**config.mk**
```make
export PLATFORM = sky130hd
export DESIGN_NAME = kcs_regfile
export DESIGN_NICKNAME = d
export VERILOG_FILES = /design/src/rtl/kcs_pkg.sv /design/src/rtl/kcs_addr_dec.sv /design/src/rtl/kcs_chan.sv /design/src/rtl/kcs_irq_merge.sv /design/src/rtl/kcs_regfile.sv
export SDC_FILE = /design/constraint.sdc
export NUM_CORES = 1
export LEC_CHECK = 0
export BUFFER_PORTS_ARGS = -buffer_cell sky130_fd_sc_hd__buf_2
export CAP_MARGIN = 20
export CORE_MARGIN = 5
export CORE_UTILIZATION = 40
export DETAILED_ROUTE_END_ITERATION = 8
export SYNTH_ARGS = -nofsm -noshare
export SYNTH_HDL_FRONTEND = slang
export SYNTH_SLANG_ARGS = --single-unit
```
**constraint.sdc**
```tcl
create_clock -name clk -period 2.7 [get_ports clk]
set_input_delay 0.27 -clock clk [delete_from_list [all_inputs] [get_ports clk]]
set_output_delay 0.27 -clock clk [all_outputs]
set_load 0.05 [all_outputs]
```
**src/rtl/kcs_pkg.sv**
```systemverilog
// Shared register indices, status bit positions and reset constants for the
// KCS register block. Assumes byte-wide registers.
package kcs_pkg;

    localparam int REG_CNT = 9;
    localparam int REG_W   = 4;

    // Register order inside a channel; the index times the stride is the offset.
    typedef enum logic [REG_W-1:0] {
        RG_STAT    = 4'd0,
        RG_DOUT    = 4'd1,
        RG_DIN     = 4'd2,
        RG_DOUT_A  = 4'd3,
        RG_DOUT_B  = 4'd4,
        RG_DIN_A   = 4'd5,
        RG_CTRL    = 4'd6,
        RG_ICTL    = 4'd7,
        RG_IEN     = 4'd8
    } kcs_reg_e;

    localparam int ST_CMD = 3;
    localparam int ST_IBF = 1;
    localparam int ST_OBF = 0;

    // Status bits the controller may write directly.
    localparam logic [7:0] STAT_SW_MASK = 8'hF4;

    localparam logic [7:0] CTRL_RST = 8'hC0;
    localparam logic [7:0] ICTL_VAL = 8'h41;
    localparam logic [7:0] IEN_VAL  = 8'h00;

    localparam int CTRL_IBF_IE = 0;
    localparam int CTRL_OBE_IE = 1;

endpackage

```
**src/rtl/kcs_addr_dec.sv**
```systemverilog
// Address decoder: maps a controller byte address onto a channel number and a
// register index. Assumes channels are laid out back to back from FIRST_BASE,
// each REG_CNT registers spaced STRIDE bytes apart. Purely combinational.
module kcs_addr_dec
    import kcs_pkg::*;
#(
    parameter int ADDR_W     = 8,
    parameter int NUM_CH     = 3,
    parameter int FIRST_BASE = 12,
    parameter int STRIDE     = 2,
    localparam int CH_W      = (NUM_CH > 1) ? $clog2(NUM_CH) : 1
) (
    input  logic [ADDR_W-1:0] addr_i,
    output logic              hit_o,
    output logic [CH_W-1:0]   ch_o,
    output kcs_reg_e          reg_o
);

    localparam int SPAN = REG_CNT * STRIDE;

    logic [NUM_CH-1:0] in_rng;
    logic [NUM_CH-1:0] aligned;
    logic [ADDR_W-1:0] off_c [NUM_CH];
    logic [REG_W-1:0]  idx_c [NUM_CH];

    for (genvar c = 0; c < NUM_CH; c++) begin : g_win
        localparam int BASE = FIRST_BASE + c * SPAN;
        // Range test and offset for one channel window.
        assign in_rng[c]  = (int'(addr_i) >= BASE) && (int'(addr_i) < BASE + SPAN);
        assign off_c[c]   = addr_i - ADDR_W'(BASE);
        assign aligned[c] = (off_c[c] % ADDR_W'(STRIDE)) == '0;
        assign idx_c[c]   = REG_W'(off_c[c] / ADDR_W'(STRIDE));
    end

    // Pick the single matching window, if any.
    always_comb begin
        hit_o = 1'b0;
        ch_o  = '0;
        reg_o = RG_STAT;
        for (int c = 0; c < NUM_CH; c++) begin
            if (in_rng[c] && aligned[c]) begin
                hit_o = 1'b1;
                ch_o  = CH_W'(c);
                reg_o = kcs_reg_e'(idx_c[c]);
            end
        end
    end

endmodule

```
**src/rtl/kcs_chan.sv**
```systemverilog
// One KCS channel: input/output bytes, status flags, control register and
// interrupt events. Assumes at most one controller access per cycle; a host
// event on a flag wins over a same-cycle controller event on that flag.
module kcs_chan
    import kcs_pkg::*;
(
    input  logic       clk,
    input  logic       rst_n,
    input  logic       acc_en,
    input  logic       acc_we,
    input  kcs_reg_e   acc_rg,
    input  logic [7:0] acc_wdata,
    input  logic       hst_en,
    input  logic       hst_wr_data,
    input  logic       hst_wr_cmd,
    input  logic       hst_rd,
    input  logic [7:0] hst_wdata,
    output logic [7:0] rd_val,
    output logic [7:0] out_byte,
    output logic       irq_up,
    output logic       irq_dn
);

    logic [7:0] in_byte;
    logic [7:0] sw_bits;
    logic [7:0] ctrl;
    logic       cmd_f, ibf, obf;

    logic ctl_rd_din, ctl_wr_dout, ctl_wr_stat, ctl_wr_ctrl;
    logic h_wr, h_rd;

    // Decode controller and host events for this channel.
    always_comb begin
        ctl_rd_din  = acc_en && !acc_we && (acc_rg == RG_DIN || acc_rg == RG_DIN_A);
        ctl_wr_dout = acc_en && acc_we &&
                      (acc_rg == RG_DOUT || acc_rg == RG_DOUT_A || acc_rg == RG_DOUT_B);
        ctl_wr_stat = acc_en && acc_we && (acc_rg == RG_STAT);
        ctl_wr_ctrl = acc_en && acc_we && (acc_rg == RG_CTRL);
        h_wr        = hst_en && (hst_wr_data || hst_wr_cmd);
        h_rd        = hst_en && hst_rd;
    end

    // Data bytes, writable status bits and control register.
    always_ff @(posedge clk) begin
        if (!rst_n) begin
            in_byte  <= 8'h00;
            out_byte <= 8'h00;
            sw_bits  <= 8'h00;
            ctrl     <= CTRL_RST;
        end else begin
            if (h_wr)        in_byte  <= hst_wdata;
            if (ctl_wr_dout) out_byte <= acc_wdata;
            if (ctl_wr_stat) sw_bits  <= acc_wdata & STAT_SW_MASK;
            if (ctl_wr_ctrl) ctrl     <= acc_wdata;
        end
    end

    // Hardware-owned flags: command/data, input full, output full.
    always_ff @(posedge clk) begin
        if (!rst_n) begin
            cmd_f <= 1'b0;
            ibf   <= 1'b0;
            obf   <= 1'b0;
        end else begin
            if (h_wr)            cmd_f <= hst_wr_cmd;
            if (h_wr)            ibf   <= 1'b1;
            else if (ctl_rd_din) ibf   <= 1'b0;
            if (h_rd)             obf  <= 1'b0;
            else if (ctl_wr_dout) obf  <= 1'b1;
        end
    end

    // Register read mux for the controller bus.
    always_comb begin
        case (acc_rg)
            RG_STAT:          rd_val = sw_bits | {4'b0, cmd_f, 1'b0, ibf, obf};
            RG_DIN, RG_DIN_A: rd_val = in_byte;
            RG_CTRL:          rd_val = ctrl;
            RG_ICTL:          rd_val = ICTL_VAL;
            RG_IEN:           rd_val = IEN_VAL;
            default:          rd_val = 8'h00;
        endcase
    end

    // Interrupt raise and lower events gated by the enables.
    always_comb begin
        irq_up = (h_wr && ctrl[CTRL_IBF_IE]) || (h_rd && ctrl[CTRL_OBE_IE]);
        irq_dn = (ctl_rd_din && ctrl[CTRL_IBF_IE]) || (ctl_wr_dout && ctrl[CTRL_OBE_IE]);
    end

    a_r4_host_write_fills: assert property (@(posedge clk) disable iff (!rst_n)
        h_wr |=> (ibf && cmd_f == $past(hst_wr_cmd) && in_byte == $past(hst_wdata)));

    a_r3_din_read_empties: assert property (@(posedge clk) disable iff (!rst_n)
        (ctl_rd_din && !h_wr) |=> !ibf);

    a_r5_dout_write_fills: assert property (@(posedge clk) disable iff (!rst_n)
        (ctl_wr_dout && !h_rd) |=> (obf && out_byte == $past(acc_wdata)));

    a_r6_host_read_empties: assert property (@(posedge clk) disable iff (!rst_n)
        h_rd |=> !obf);

    a_r7_status_write_keeps_flags: assert property (@(posedge clk) disable iff (!rst_n)
        (ctl_wr_stat && !h_wr && !h_rd) |=> ($stable(ibf) && $stable(obf) && $stable(cmd_f)));

endmodule

```
**src/rtl/kcs_irq_merge.sv**
```systemverilog
// Shared interrupt level: ORs the per-channel raise and lower events into one
// registered line. Assumes events are single-cycle pulses; raise has priority.
module kcs_irq_merge #(
    parameter int NUM_CH = 3
) (
    input  logic              clk,
    input  logic              rst_n,
    input  logic [NUM_CH-1:0] up_i,
    input  logic [NUM_CH-1:0] dn_i,
    output logic              irq_o
);

    // Sticky level: set on any raise, else cleared on any lower.
    always_ff @(posedge clk) begin
        if (!rst_n)      irq_o <= 1'b0;
        else if (|up_i)  irq_o <= 1'b1;
        else if (|dn_i)  irq_o <= 1'b0;
    end

    a_r9_raise_sets: assert property (@(posedge clk) disable iff (!rst_n)
        (|up_i) |=> irq_o);

    a_r9_lower_clears: assert property (@(posedge clk) disable iff (!rst_n)
        ((|dn_i) && !(|up_i)) |=> !irq_o);

    a_r9_quiet_holds: assert property (@(posedge clk) disable iff (!rst_n)
        (!(|dn_i) && !(|up_i)) |=> $stable(irq_o));

endmodule

```
**src/rtl/kcs_regfile.sv**
```systemverilog
// Top of the KCS register block: decodes the controller bus, instantiates one
// channel per NUM_CH, registers bus read data and merges interrupts.
// Assumes one controller access and one host access per cycle at most.
module kcs_regfile
    import kcs_pkg::*;
#(
    parameter int NUM_CH     = 3,
    parameter int ADDR_W     = 8,
    parameter int FIRST_BASE = 12,
    parameter int STRIDE     = 2,
    localparam int CH_W      = (NUM_CH > 1) ? $clog2(NUM_CH) : 1
) (
    input  logic              clk,
    input  logic              rst_n,
    input  logic              bus_sel,
    input  logic              bus_we,
    input  logic [ADDR_W-1:0] bus_addr,
    input  logic [7:0]        bus_wdata,
    output logic [7:0]        bus_rdata,
    input  logic [CH_W-1:0]   host_chan,
    input  logic              host_wr_data,
    input  logic              host_wr_cmd,
    input  logic              host_rd,
    input  logic [7:0]        host_wdata,
    output logic [7:0]        host_rdata,
    output logic              irq
);

    logic             dec_hit;
    logic [CH_W-1:0]  dec_ch;
    kcs_reg_e         dec_reg;
    logic [7:0]       ch_rd   [NUM_CH];
    logic [7:0]       ch_out  [NUM_CH];
    logic [NUM_CH-1:0] ch_up, ch_dn;

    kcs_addr_dec #(
        .ADDR_W     (ADDR_W),
        .NUM_CH     (NUM_CH),
        .FIRST_BASE (FIRST_BASE),
        .STRIDE     (STRIDE)
    ) u_dec (
        .addr_i (bus_addr),
        .hit_o  (dec_hit),
        .ch_o   (dec_ch),
        .reg_o  (dec_reg)
    );

    for (genvar c = 0; c < NUM_CH; c++) begin : g_ch
        kcs_chan u_chan (
            .clk         (clk),
            .rst_n       (rst_n),
            .acc_en      (bus_sel && dec_hit && (dec_ch == CH_W'(c))),
            .acc_we      (bus_we),
            .acc_rg      (dec_reg),
            .acc_wdata   (bus_wdata),
            .hst_en      (host_chan == CH_W'(c)),
            .hst_wr_data (host_wr_data),
            .hst_wr_cmd  (host_wr_cmd),
            .hst_rd      (host_rd),
            .hst_wdata   (host_wdata),
            .rd_val      (ch_rd[c]),
            .out_byte    (ch_out[c]),
            .irq_up      (ch_up[c]),
            .irq_dn      (ch_dn[c])
        );
    end

    // Host sees the addressed channel's output byte without delay.
    always_comb begin
        host_rdata = 8'h00;
        for (int c = 0; c < NUM_CH; c++)
            if (host_chan == CH_W'(c)) host_rdata = ch_out[c];
    end

    // Bus read data register: value of a decoded read, otherwise zero.
    always_ff @(posedge clk) begin
        if (!rst_n)
            bus_rdata <= 8'h00;
        else if (bus_sel && !bus_we && dec_hit)
            bus_rdata <= ch_rd[dec_ch];
        else
            bus_rdata <= 8'h00;
    end

    kcs_irq_merge #(.NUM_CH(NUM_CH)) u_irq (
        .clk   (clk),
        .rst_n (rst_n),
        .up_i  (ch_up),
        .dn_i  (ch_dn),
        .irq_o (irq)
    );

    a_r2_unmapped_reads_zero: assert property (@(posedge clk) disable iff (!rst_n)
        (bus_sel && !dec_hit) |=> (bus_rdata == 8'h00));

    a_r10_idle_reads_zero: assert property (@(posedge clk) disable iff (!rst_n)
        !bus_sel |=> (bus_rdata == 8'h00));

    a_r2_odd_never_hits: assert property (@(posedge clk) disable iff (!rst_n)
        bus_addr[0] |-> !dec_hit);

endmodule

```
# Yosys cells after proc, flatten, opt, wreduce, memory -nomap -nowiden
# Cells that the tools add are included.
[totals]
wordCells = 150
regBits = 105
[classes]
addsub = 3
n_reduce_logical = 76
n_eq_ne = 11
bitwise = 5
magnitude_cmp = 7
mux = 25
[ops]
columns = ["op", "n"]
rows = [
  ["$pmux W8 S4", 3],
  ["$logic_and A1 B1 Y1", 48],
  ["$mux W8", 5],
  ["$logic_not A8 Y1", 3],
  ["$or A8 B4 Y8", 3],
  ["$bmux W8 S2", 1],
  ["$eq A4 B3 Y1 const B", 4],
  ["$mux W1", 12],
  ["$mux W4", 3],
  ["$logic_or A1 B1 Y1", 10],
  ["$sub A5 B5 Y5 const B", 2],
  ["$eq A4 B2 Y1 const B", 2],
  ["$ge A8 B4 Y1 const B", 1],
  ["$ge A8 B5 Y1 const B", 1],
  ["$ge A8 B6 Y1 const B", 1],
  ["$lt A8 B5 Y1 const B", 1],
  ["$lt A8 B6 Y1 const B", 1],
  ["$lt A8 B7 Y1 const B", 1],
  ["$reduce_bool A2 Y1", 4],
  ["$reduce_or A2 Y1", 4],
  ["$reduce_or A3 Y1", 2],
  ["$sub A5 B4 Y5 const B", 1],
  ["$eq A2 B1 Y1 const B", 2],
  ["$eq A2 B2 Y1 const B", 2],
  ["other kinds (9)", 10],
]

# Depth between registers and ports, before layout
[logic_depth]
word_depth = 15
ltp_mapped = 12
depth_no_buf = 10

# Cells and area by module
# From an unflattened synthesis, not the netlist that was laid out.
[hier_totals]
hier_cells = 655
hier_area_um2 = 5495.3
[by_module_without_submodules]
columns = ["module", "cells_each", "area_per_inst_um2", "instances"]
rows = [
  ["kcs_chan", 176, 1517.7, 3],
  ["kcs_regfile", 78, 596.8, 1],
  ["kcs_addr_dec", 46, 299.0, 1],
  ["kcs_irq_merge", 3, 46.3, 1],
]

# Worst setup path before layout
# Ideal clock, no wire load.
[synth_path]
path_kind = "input to register"
start = "input bus_addr[4]"
end = "register bus_rdata[6]"
path_stages = 11
setup_ps = 115
n_path_buf = 3
required_time_ps = 2585
path_slack_ps = 200
t_arrival_ps = 2386
path_cell_list = "buf_2 -> a2111o_1 -> a21oi_1 -> o2bb2ai_1 -> o22a_1 -> nor3_4 -> buf_4 -> buf_2 -> a221oi_1 -> a21oi_1 -> o21a_1"
[synth_between]
elab_chain_len = 12
elab_cells_between_ends = 38
classes_between = "add/sub: 3; order compare: 6; eq/ne: 4; mux: 14; bitwise: 1; reduce/logical: 10"
[synth_rtl]
columns = ["item", "line_no", "source"]
rows = [
  ["from (decl)", "kcs_regfile.sv:17", "input logic [ADDR_W-1:0] bus_addr,"],
  ["$ge A8 B4 Y1 / $lt A8 B5 Y1 (equally long branches)", "kcs_addr_dec.sv:29", "assign in_rng[c] = (int'(addr_i) >= BASE) && (int'(addr_i) < BASE + SPAN);"],
  ["$logic_and A1 B1 Y1", "kcs_addr_dec.sv:29", ""],
  ["$logic_and A1 B1 Y1", "kcs_addr_dec.sv:41", "if (in_rng[c] && aligned[c]) begin"],
  ["$mux W4 (3 in series)", "kcs_addr_dec.sv:41", ""],
  ["$eq A4 B3 Y1 / $eq A4 B2 Y1 (equally long branches)", "kcs_chan.sv:75", "case (acc_rg)"],
  ["$reduce_or A2 Y1", "kcs_chan.sv:75", ""],
  ["$pmux W8 S4", "kcs_chan.sv:75", ""],
  ["$bmux W8 S2", "kcs_regfile.sv:80", "bus_rdata <= ch_rd[dec_ch];"],
  ["$mux W8 (not written as such) (2 in series)", "kcs_regfile.sv:80", ""],
  ["to (signal assigned)", "kcs_regfile.sv:80", ""],
  ["to (decl)", "kcs_regfile.sv:19", "output logic [7:0] bus_rdata,"],
]
# Parallel ways exist; a longest one is shown, timed or not. The select of a mux whose other input is x is not followed.
# A chain may end at the register's enable or synchronous reset.

# Final worst setup path
[layout_path]
start = "input bus_addr[2]"
end = "register bus_rdata[2]"
# Same word-level chain as after synthesis.

==> results.py <==
metrics = {
    "finish": {
        "nets": 701,
        "drive_gt1_frac": 0.259,
        "fillerInstances": 1270,
        "area_growth_pct": 23.8,
        "n_antenna_cell": 0,
    },
    "critical_path": {
        "r2r-start": "g_ch[0].u_chan.ctrl[4]$_SDFFE_PN0P_",
        "endpoint_kind": "flip-flop",
        "crit_start": "bus_addr[2]",
        "rrSetupSlack_ns": 1.05,
        "r2r_cells": 6,
        "path_class": "in -> reg",
        "critPathArrivalTime_ns": 2.88,
        "crit_fanout": 12,
        "r2r-end": "bus_rdata[1]$_SDFF_PN0_",
        "cp-start-kind": "input pin",
        "required_ns": 2.95,
    },
    "floorplan": {
        "rows": 41,
        "chipWidth_um": 125,
        "die_h_um": 125,
        "dieArea_sq_um": 15500,
        "coreArea_sq_um": 12700,
        "ios": 50,
        "start_util": 0.412,
    },
    "global_route": {
        "antenna_found_initial": 0,
        "grt_overflow": 0,
        "met1_usage": 0.257,
        "met2_usage": 0.340,
        "grt-busiest-layer": "met2",
        "grt_pass1_vias": 4746,
        "grt_max_degree": 98,
        "grt_pass1_wl_mm": 25.3,
        "track_usage": 0.202,
        "grt_use_met3": 0.0480,
    },
    "route": {
        "first_pass_iters": 5,
        "drc_errors": 0,
        "drt_iter0_markers": 373,
        "routed_wl_mm": 15.6,
        "vias": 4729,
        "post_drt_via_cell_ratio": 5.62,
        "routedWlPerCell_um": 18.6,
        "ant_nets": 0,
    },
    "synthesis": {
        "yosysMostFrequentCell": "dfxtp_1",
        "synth_cells": 563,
        "synth_top_area_cell": "dfxtp_1",
        "yosys-top-cells-count": "dfxtp_1, mux2i_1, nand2_1",
        "avgSynthCellArea_sq_um": 9.32,
        "synthTopCellsByArea": "dfxtp_1, mux2i_1, nor2b_1, nand2_1, a21boi_0",
        "synth-edff-count": 0,
        "synthFlopType": "dfxtp_1",
        "ys_seq_elements": 105,
        "yosysSeqAreaShare": 0.401,
        "async_reset_ff_frac": 0,
        "synth.cell_area_sq_um": 5250,
        "yosysWarnings": 0,
        "synth_top_area_frac": 0.401,
        "syn_nets": 600,
        "ys_types": 68,
    },
    "sta": {
        "fin_crit_sh": 0.974,
        "rsz0062_at_grt": "true",
        "tightestPinTransition_ns": 0.859,
        "slew_headroom": 0.427,
        "setup-tns-final_ns": 0,
        "drv_slew": 0,
        "setup_violations": 0,
        "hold_viol_final": 0,
        "max_freq_mhz": 380,
        "finalCriticalPeriod_ns": 2.63,
        "skew_ns": 0.00948,
    },
    "power_and_ir_drop": {
        "peakVddDrop_mv": 0.475,
        "leakagePower_nw": 2.47,
        "p_per_area_nw_per_um2": 497,
        "power_mw": 3.23,
    },
    "cts": {
        "htreeDepth": 3,
        "cts.path.max_buffers": 2,
        "clkLatencyLatePin_ns": 0.36,
        "clkSinkCount": 105,
        "numCtsBuffers": 9,
        "cts_tree": "done",
        "cts_root_buf": "clkbuf_16",
        "clk_pin_slew_ns": 0.07,
    },
    "place": {
        "dp_hpwl_mm": 11.6,
        "place.gp.congestion": 0.939,
        "port_buffers": 49,
    },
    "worst_hold_path": {
        "hold_start": "host_wdata[0]",
        "whs_endpoint": "g_ch[2].u_chan.in_byte[0]$_SDFFE_PN0P_",
        "hold_path_class": "in -> reg",
        "hold_depth": 3,
    },
    "outcome": {
        "status": "completed",
    },
    "run": {
        "maxCapViolCount": 0,
    },
}
through the flow:
step / instances / hold WS [ns] / util / setup slack (ns) / instance area, sq um
floorplan: 563 / 0.415 / - / 0.200 / 5250
global placement: 821 / 0.456 / 0.482 / -0.360 / 6130
detailed placement: 821 / 0.465 / 0.482 / -0.319 / 6130
CTS: 837 / 0.180 / 0.503 / 0.0373 / 6400
global route: 841 / 0.182 / 0.510 / -0.0449 / 6490
finish: 841 / 0.185 / 0.510 / 0.0690 / 6490
power breakdown:
| group | leakage (nW) | switching (mW) | internal, mW |
|---|---|---|---|
| clock network | 0.128 | 0.606 | 0.635 |
| logic | 1.50 | 0.224 | 0.178 |
| registers | 0.849 | 0.0144 | 1.57 |
| total | 2.47 | 0.844 | 2.38 |
worst max-delay path by stage:
stage | cells after the start | slack (ns) | endpoint
2_1_floorplan | 11 | 0.20 | bus_rdata[6]$_SDFF_PN0_
3_3_place_gp | 13 | -0.36 | bus_rdata[1]$_SDFF_PN0_
3_5_place_dp | 13 | -0.32 | bus_rdata[3]$_SDFF_PN0_
4_1_cts | 13 | 0.04 | bus_rdata[3]$_SDFF_PN0_
5_1_grt | 15 | -0.04 | bus_rdata[1]$_SDFF_PN0_
6_report | 13 | 0.07 | bus_rdata[2]$_SDFF_PN0_
critical path, cell delays in order:
cell      delay (ns)
buf_2           0.10
buf_4           0.13
ha_1            0.20
nand3_1         0.15
nand3_1         0.20
o221a_4         0.36
and2_4          0.18
nor3_4          0.30
buf_4           0.18
buf_12          0.12
a221o_1         0.23
o21ai_1         0.15
a211oi_1        0.29
area by class of cell:
class / instances / area (sq um) / share of cell area
Tap cell: 172 / 215 / 0.0331
Timing Repair Buffer: 126 / 848 / 0.131
Inverter: 7 / 26.3 / 0.00405
Multi-Input combinational cell: 415 / 3030 / 0.466
Clock buffer: 11 / 233 / 0.0358
Sequential cell: 105 / 2100 / 0.324
Clock inverter: 5 / 40.0 / 0.00617
layer usage:
metal | vias up | share of wire
li1 | 2251 | -
met1 | 2298 | 0.44
met2 | 156 | 0.48
met3 | 24 | 0.060
met4 | 0 | 0.018
met5 | - | 0
state kept, by name, summed over array words and instances (netlist names):
name	cells
g_ch.u_chan.in_byte	24
u_irq.irq_o	1
g_ch.u_chan.ibf	3
g_ch.u_chan.ctrl	24
g_ch.u_chan.out_byte	24
g_ch.u_chan.sw_bits	15
g_ch.u_chan.obf	3
g_ch.u_chan.cmd_f	3
bus_rdata	8
cells by family after synthesis:
family	count (synthesis)	synth area share
mux	76	0.146
flops	105	0.401
fa+ha+maj	4	0.00954
compound gates	126	0.190
simple gates	209	0.217
buf+inv	43	0.0372
cell usage in the layout, fill, tap and decap left out, drive strengths merged, types with 3 or more instances in the layout:
| cell | netlist | routed |
|---|---|---|
| a2111oi | 3 | 3 |
| a211oi | 3 | 3 |
| a21boi | 26 | 26 |
| a21oi | 6 | 6 |
| a221o | 7 | 7 |
| a221oi | 9 | 9 |
| a222oi | 3 | 3 |
| a22o | 10 | 10 |
| a22oi | 8 | 8 |
| and2 | 7 | 7 |
| buf | 14 | 126 |
| clkbuf | 22 | 11 |
| dfxtp | 105 | 105 |
| ha | 4 | 4 |
| inv | 7 | 9 |
| mux2i | 76 | 76 |
| nand2 | 73 | 73 |
| nand3 | 15 | 15 |
| nand4 | 6 | 6 |
| nor2 | 10 | 10 |
| nor2b | 67 | 67 |
| nor3 | 8 | 8 |
| nor3b | 4 | 4 |
| nor4 | 3 | 3 |
| o21ai | 17 | 17 |
| o221a | 3 | 3 |
| o221ai | 3 | 3 |
| o31ai | 4 | 4 |
| or2 | 5 | 5 |
timing repair:
item / in CTS / in global routing
gates resized for setup: 0 / 16
hold buffers: 0 / 0
setup endpoints to repair: 0 / 32
setup buffers: 0 / 4
Note: power is estimated with default switching activity, not from simulation.
